File: config.mk
export PLATFORM = sky130hd
export DESIGN_NAME = mr_offset_cal
export DESIGN_NICKNAME = d
export VERILOG_FILES = /design/src/rtl/mrcal_pkg.sv /design/src/rtl/mrcal_timer.sv /design/src/rtl/mrcal_offset.sv /design/src/rtl/mr_offset_cal.sv
export SDC_FILE = /design/constraint.sdc
export NUM_CORES = 1
export LEC_CHECK = 0
export ABC_AREA = 1
export BUFFER_PORTS_ARGS = -buffer_cell sky130_fd_sc_hd__clkbuf_2
export CAP_MARGIN = 20
export CORE_MARGIN = 8
export CORE_UTILIZATION = 35
export CTS_BUF_LIST = sky130_fd_sc_hd__clkbuf_8
export DETAILED_ROUTE_END_ITERATION = 6
export SLEW_MARGIN = 20
export SYNTH_ARGS = -nofsm -noshare
export SYNTH_HDL_FRONTEND = slang
export SYNTH_SLANG_ARGS = --single-unit
File: constraint.sdc
create_clock -name clk -period 2.43 [get_ports clk]
set_clock_uncertainty 0.2 [all_clocks]
set_input_delay 0.243 -clock clk [delete_from_list [all_inputs] [get_ports clk]]
set_output_delay 0.243 -clock clk [all_outputs]
set_load 0.02 [all_outputs]
File: src/rtl/mrcal_pkg.sv
package mrcal_pkg;

    typedef enum logic [3:0] {
        ST_IDLE,
        ST_SET,
        ST_SETTLE_S,
        ST_CONV_S,
        ST_GAP,
        ST_RST,
        ST_SETTLE_R,
        ST_CONV_R,
        ST_READ
    } seq_state_e;

    typedef struct packed {
        logic set_drv;
        logic rst_drv;
    } pulse_drv_t;

    // Pulse outputs are a pure decode of the sequencer state.
    function automatic pulse_drv_t drive_for(input seq_state_e st);
        pulse_drv_t d;
        d.set_drv = (st == ST_SET);
        d.rst_drv = (st == ST_RST);
        return d;
    endfunction

    // High while a calibration owns the bridge.
    function automatic logic in_cal(input seq_state_e st);
        return (st != ST_IDLE) && (st != ST_READ);
    endfunction

endpackage

File: src/rtl/mrcal_timer.sv
module mrcal_timer #(
    parameter int TIMER_W = 32
) (
    input  logic               clk,
    input  logic               rst,
    input  logic               hold,
    input  logic [TIMER_W-1:0] interval_i,
    output logic               expire_o
);

    logic [TIMER_W-1:0] cnt_q;

    always_ff @(posedge clk) begin
        if (rst || hold) begin
            cnt_q    <= '0;
            expire_o <= 1'b0;
        end else begin
            expire_o <= 1'b0;
            if (interval_i != '0) begin
                if (cnt_q == interval_i - TIMER_W'(1)) begin
                    expire_o <= 1'b1;
                    cnt_q    <= '0;
                end else begin
                    cnt_q <= cnt_q + TIMER_W'(1);
                end
            end
        end
    end

endmodule

File: src/rtl/mrcal_offset.sv
module mrcal_offset #(
    parameter int SAMPLE_W = 16
) (
    input  logic                clk,
    input  logic                rst,
    input  logic [SAMPLE_W-1:0] sample_i,
    input  logic                cap_set_i,
    input  logic                cap_rst_i,
    input  logic                cap_read_i,
    output logic [SAMPLE_W-1:0] offset_o,
    output logic [SAMPLE_W:0]   corr_o,
    output logic                corr_valid_o
);

    localparam int MSB = SAMPLE_W - 1;

    logic [SAMPLE_W-1:0] vset_q;
    logic [SAMPLE_W:0]   sum_w;
    logic [SAMPLE_W:0]   diff_w;

    // One guard bit for the sum; dropping its LSB is the arithmetic halving.
    assign sum_w  = {vset_q[MSB], vset_q} + {sample_i[MSB], sample_i};
    assign diff_w = {sample_i[MSB], sample_i} - {offset_o[MSB], offset_o};

    always_ff @(posedge clk) begin
        if (rst) begin
            vset_q       <= '0;
            offset_o     <= '0;
            corr_o       <= '0;
            corr_valid_o <= 1'b0;
        end else begin
            corr_valid_o <= 1'b0;
            if (cap_set_i) vset_q <= sample_i;
            if (cap_rst_i) offset_o <= sum_w[SAMPLE_W:1];
            if (cap_read_i) begin
                corr_o       <= diff_w;
                corr_valid_o <= 1'b1;
            end
        end
    end

    // each corrected value is flagged for one cycle only
    a_r6_valid_single: assert property (@(posedge clk) disable iff (rst)
        corr_valid_o |=> !corr_valid_o);

    // the offset only moves on the reset-state capture
    a_r5_offset_on_capture: assert property (@(posedge clk) disable iff (rst)
        !$past(cap_rst_i) && !$past(rst) |-> $stable(offset_o));

endmodule

File: src/rtl/mr_offset_cal.sv
module mr_offset_cal #(
    parameter int SAMPLE_W   = 16,
    parameter int TIMER_W    = 32,
    parameter int PULSE_CYC  = 200,
    parameter int SETTLE_CYC = 2000,
    parameter int GAP_CYC    = 2500
) (
    input  logic                clk,
    input  logic                rst,
    input  logic                recal_req,
    input  logic                rd_req,
    input  logic [TIMER_W-1:0]  recal_interval,
    output logic                adc_start_o,
    input  logic                adc_done_i,
    input  logic [SAMPLE_W-1:0] adc_data_i,
    output logic                set_pulse_o,
    output logic                reset_pulse_o,
    output logic                busy_o,
    output logic [SAMPLE_W-1:0] offset_o,
    output logic [SAMPLE_W:0]   vout_o,
    output logic                vout_valid_o
);

    import mrcal_pkg::*;

    localparam int MAXC  = (PULSE_CYC > SETTLE_CYC) ? PULSE_CYC : SETTLE_CYC;
    localparam int CNT_W = $clog2(MAXC + 1);
    localparam int GAP_W = $clog2(GAP_CYC + 1);
    localparam logic [CNT_W-1:0] PULSE_LAST  = CNT_W'(PULSE_CYC - 1);
    localparam logic [CNT_W-1:0] SETTLE_LAST = CNT_W'(SETTLE_CYC - 1);
    localparam logic [GAP_W-1:0] GAP_LAST    = GAP_W'(GAP_CYC - 1);
    localparam logic [GAP_W-1:0] GAP_SAT     = GAP_W'(GAP_CYC);

    seq_state_e       state_q;
    logic [CNT_W-1:0] cnt_q;
    logic [GAP_W-1:0] gap_q;
    logic             cal_pend_q;
    logic             rd_pend_q;
    logic             start_q;
    logic             tmr_expire;
    logic             cal_trig;
    pulse_drv_t       drv;

    assign cal_trig = cal_pend_q | recal_req | tmr_expire;
    assign drv      = drive_for(state_q);

    assign set_pulse_o   = drv.set_drv;
    assign reset_pulse_o = drv.rst_drv;
    assign busy_o        = in_cal(state_q);
    assign adc_start_o   = start_q;

    always_ff @(posedge clk) begin
        if (rst) begin
            state_q    <= ST_IDLE;
            cnt_q      <= '0;
            gap_q      <= '0;
            cal_pend_q <= 1'b1;
            rd_pend_q  <= 1'b0;
            start_q    <= 1'b0;
        end else begin
            start_q <= 1'b0;
            if (recal_req || tmr_expire) cal_pend_q <= 1'b1;
            if (rd_req) rd_pend_q <= 1'b1;
            if (gap_q != GAP_SAT) gap_q <= gap_q + GAP_W'(1);
            unique case (state_q)
                ST_IDLE: begin
                    if (cal_trig) begin
                        state_q    <= ST_SET;
                        cnt_q      <= '0;
                        gap_q      <= '0;
                        cal_pend_q <= 1'b0;
                    end else if (rd_pend_q || rd_req) begin
                        state_q   <= ST_READ;
                        start_q   <= 1'b1;
                        rd_pend_q <= 1'b0;
                    end
                end
                ST_SET: begin
                    if (cnt_q == PULSE_LAST) begin
                        state_q <= ST_SETTLE_S;
                        cnt_q   <= '0;
                    end else begin
                        cnt_q <= cnt_q + CNT_W'(1);
                    end
                end
                ST_SETTLE_S: begin
                    if (cnt_q == SETTLE_LAST) begin
                        state_q <= ST_CONV_S;
                        start_q <= 1'b1;
                        cnt_q   <= '0;
                    end else begin
                        cnt_q <= cnt_q + CNT_W'(1);
                    end
                end
                ST_CONV_S: begin
                    if (adc_done_i) state_q <= ST_GAP;
                end
                ST_GAP: begin
                    if (gap_q >= GAP_LAST) begin
                        state_q <= ST_RST;
                        cnt_q   <= '0;
                    end
                end
                ST_RST: begin
                    if (cnt_q == PULSE_LAST) begin
                        state_q <= ST_SETTLE_R;
                        cnt_q   <= '0;
                    end else begin
                        cnt_q <= cnt_q + CNT_W'(1);
                    end
                end
                ST_SETTLE_R: begin
                    if (cnt_q == SETTLE_LAST) begin
                        state_q <= ST_CONV_R;
                        start_q <= 1'b1;
                        cnt_q   <= '0;
                    end else begin
                        cnt_q <= cnt_q + CNT_W'(1);
                    end
                end
                ST_CONV_R: begin
                    if (adc_done_i) state_q <= ST_IDLE;
                end
                ST_READ: begin
                    if (adc_done_i) state_q <= ST_IDLE;
                end
                default: state_q <= ST_IDLE;
            endcase
        end
    end

    mrcal_timer #(.TIMER_W(TIMER_W)) u_timer (
        .clk       (clk),
        .rst       (rst),
        .hold      (busy_o),
        .interval_i(recal_interval),
        .expire_o  (tmr_expire)
    );

    mrcal_offset #(.SAMPLE_W(SAMPLE_W)) u_offset (
        .clk         (clk),
        .rst         (rst),
        .sample_i    (adc_data_i),
        .cap_set_i   ((state_q == ST_CONV_S) && adc_done_i),
        .cap_rst_i   ((state_q == ST_CONV_R) && adc_done_i),
        .cap_read_i  ((state_q == ST_READ) && adc_done_i),
        .offset_o    (offset_o),
        .corr_o      (vout_o),
        .corr_valid_o(vout_valid_o)
    );

    // calibration begins right after reset without a request
    a_r1_autostart: assert property (@(posedge clk) disable iff (rst)
        $fell(rst) |=> busy_o);

    // the two pulse drivers are mutually exclusive
    a_r2_no_overlap: assert property (@(posedge clk) disable iff (rst)
        !(set_pulse_o && reset_pulse_o));

    // conversion start is a lone strobe, away from pulses
    a_r10_start_single: assert property (@(posedge clk) disable iff (rst)
        adc_start_o |=> !adc_start_o);
    a_r10_start_quiet: assert property (@(posedge clk) disable iff (rst)
        adc_start_o |-> !set_pulse_o && !reset_pulse_o);

    // no corrected output while calibrating
    a_r7_valid_idle: assert property (@(posedge clk) disable iff (rst)
        vout_valid_o |-> !busy_o);

    // offset frozen outside calibration
    a_r8_offset_hold: assert property (@(posedge clk) disable iff (rst)
        !busy_o && !$past(busy_o) |-> $stable(offset_o));

endmodule

==> results.md <==
* Starting Density at approximately a third
* Fillers at 2,473
* Iter 0 DRT Violations at 623
* Psw at 2072 uW
* Multi-input logic area at 5079 um2
* Global-route wire length before repair at 39.42 mm
* F_max at 0.4325 GHz
* Synth cell count leaders: nand2_1, inv_1, nor2_1
* Ports at slightly above 90
* CTS sink cnt at around 110
* Post-synth EDFFs at 0
* Max incr delay on CP at 530 ps
* Highest routed layer: met4
* Internal Power at 3829 uW
* Final Wtd Congestion at 0.9267
* Worst path required time at approximately 2600 ps
* Crit. End Element: flip-flop
* Post-Syn Area per Cell at ~6.3 um2
* Vias/cell at between 4 and 5
* Clock Latency Late Sink at ~440 ps
* Combinational Power Share at 31.3%
* Critical path type: in2reg
* Total CTS buffers at 17
* Finished Core Util at 43.35%
* Wirelength per Cell at approximately 13 um
* Ys flop type: dfxtp_1
* Clock share of power at 32.8%
* Max-cap violations at 0
* CP arrival at 2440 ps
* Synth cell types at 43
* HPWL Detailed at 19.20 mm
* Initial antenna violation count at 0
* DIE WIDTH at around 170 um
* Sequential cell area at 2267 um2
* Net Sw Frac at 35.11%
* Post-route ant nets at 0
* Final Critical Period at 2312 ps
* M1 wire length at 11.27 mm
* CP startpoint kind: input pin
* Area delta synth->final at 22.78%
* CP cell instances: dlygate4sd3_1 -> clkbuf_2 -> ha_1 -> a21oi_1 -> nand2_1 -> buf_4 -> nand3_1 -> nand3_1 -> a31oi_1 -> xor2_1 -> a21oi_1
* Final period util at a little over nine tenths
* Slowest-stage cell, CP: dlygate4sd3_1
* Vias in the first global route at 8,301
* Largest net degree at the start of global routing at 29
* Gr usage total at 16.85%
* CTS Buffer Depth at 2
* Yosys reg bits at 113
* Hold Crit Class: in2reg
* Worst hold slack at roughly 68 ps
* Die Y at 169.2 um
* Slew @ Worst Pin at 712.0 ps
* Row cnt at 56
* Fin nets at 1,563
* Share of flip-flops with an asynchronous set or reset at 0%
* Worst vdd ir at 0.3782 mV
* Reg clk slew, reported paths at ~80 ps
* Max FO, Critical Path at 4
* Diodes inserted at 0
* Clock root cell: clkbuf_8
* WL met3 at 1.236 mm
* Area leader, netlist: dfxtp_1
* PwrDens at about 590 nW/um2
* Synth Net Count at 1,395
* Post-synthesis sequential area ratio at 27.54%
* Yosys top cell area share at 27.54%
* Metal2 WL at 11.23 mm
* Remaining DRCs at 0
* Die area at 28,620 um2
* Port buffer count at 90
* Max-slew violation count at 0
* Count leader, synth: nand2_1
* Via count at approximately 8.5k
* DRT Pass-1 Iters at 5
* Placeable core area at 23,260 um2
* Synthesized cell area at a little over 8000 um2
* Grt total ovfl at 0
* CTS tree: built
* Post-Syn Instances at around 1.3k
* Sequential Power Share at approximately 36%
* Hold Fails Final Rpt at 0
* Largest cells by area after synthesis: dfxtp_1, nand2_1, inv_1
* Outcome: finished, final reports clean
* Leak at between 0.004 and 0.005 uW
* Final setup viols at 0
* H-tree Lvls at 4
* Number of synthesis warnings at 0
* Final WL at 24.10 mm
* Max-slew headroom at between 50 and 60%
* Layout cells sized above 1 at about 15%
==> flip-flops by register name, summed over array words and instances (netlist names) <==
name                   count
cnt_q                     11
u_timer.cnt_q             32
adc_start_o                1
u_offset.vset_q           16
rd_pend_q                  1
u_offset.offset_o         16
u_offset.corr_valid_o      1
state_q                    4
gap_q                     12
u_offset.corr_o           17
cal_pend_q                 1
u_timer.expire_o           1
==> power groups by stage <==
stage | clock [uW] | sequential, uW | combinational, uW
after floorplan | 0 | 2170 | 1090
after global placement | 0 | 2150 | 1790
after detailed placement | 0 | 2150 | 1790
after CTS | 2000 | 2110 | 1830
after global routing | 2080 | 2140 | 2100
final | 1930 | 2120 | 1850
==> per-stage QoR <==
step           instance area [um2]  total power (uW)  setup WS (ps)  setup TNS [ps]  instances
2_1_floorplan                 8213              3256          49.79               0       1304
3_3_place_gp                  9394              3939         -17.23          -249.7       1749
3_5_place_dp                  9394              3945         -37.23          -699.5       1749
4_1_cts                      10010              5937          47.72               0       1800
5_1_grt                      10080              6309         -14.47          -18.73       1804
6_report                     10080              5900          118.1               0       1804
==> per-layer routing <==
| metal | global-route usage, % | vias up |
|---|---|---|
| met5 | 0 | - |
| met4 | 4.810 | 0 |
| met3 | 3.164 | 25 |
| met2 | 29.27 | 202 |
| met1 | 20.91 | 3785 |
| li1 | - | 4517 |
==> path summary, 6_finish.rpt <==
kind                            cells after the start  slack [ps]             endpoint              from
worst max-delay path                               11         120  u_offset.corr_o[14]     adc_data_i[3]
worst min-delay path                                4          70   u_offset.corr_o[0]     adc_data_i[0]
worst max register to register                     13         150    u_timer.cnt_q[28]  u_timer.cnt_q[1]
worst min register to register                      2         270             cnt_q[7]          cnt_q[7]
==> cells in the final DEF (no fill, tap or decap), types with 3 or more instances in the layout <==
master         Yosys  routed
nand2_1          276     276
inv_1            214     217
nor2_1           197     193
dfxtp_1          113     109
clkbuf_2           1      90
o21ai_0           87      83
nand3_1           70      68
buf_4              0      59
a21oi_1           59      56
xor2_1            53      53
ha_1              36      36
nand4_1           29      29
nor3_1            27      26
nor2_2            17      21
xnor2_1           20      20
dlygate4sd3_1      0      19
clkbuf_8           0      17
o21bai_1          16      16
nor4_1             9       9
a31oi_1            8       8
nand3b_1           7       7
or2_2              5       5
o21a_1             5       5
nor3b_1            4       4
o21ai_1            0       4
o211ai_1           4       4
bufinv_16          0       4
dfxtp_2            0       4
a211oi_1           3       3
a21oi_2            0       3
nand2_2            3       3
clkinvlp_4         0       3
==> cell families after synthesis <==
family	count (synthesis)	share of synthesized area, %
and+or+nand+nor	652	34.51
buffers and inverters	235	11.06
xor gates and xnor gates	73	7.785
adders and majority gates	38	5.972
DFF	113	27.54
AOI/OAI and AO/OA	193	13.13
==> final cells by class <==
| class | count | share of cell area, % |
|---|---|---|
| clock buffers | 17 | 2.320 |
| clock inverters | 15 | 1.923 |
| inverters | 215 | 8.003 |
| multi-input cells | 956 | 50.37 |
| flip-flops and latches | 113 | 22.48 |
| well taps | 319 | 3.958 |
| repair buffers | 169 | 10.94 |
==> worst max-delay path: cells and delay by family <==
family                   cells  cell delay (ps)
AO/OA/AOI/OAI                3              480
XOR/XNOR                     1              170
adder cells (fa/ha/maj)      1              380
buffers and inverters        3              810
AND/OR/NAND/NOR              3              350
==> what timing repair did <==
action                     CTS  global route
hold buffers                19             0
buffers inserted             0             4
hold endpoints to repair    20             0
pin swaps                    0             2
gates cloned                 0             0
gates resized for setup      1            19
setup endpoints to repair    1            22
No activity file was read; power rests on OpenSTA's default activity.
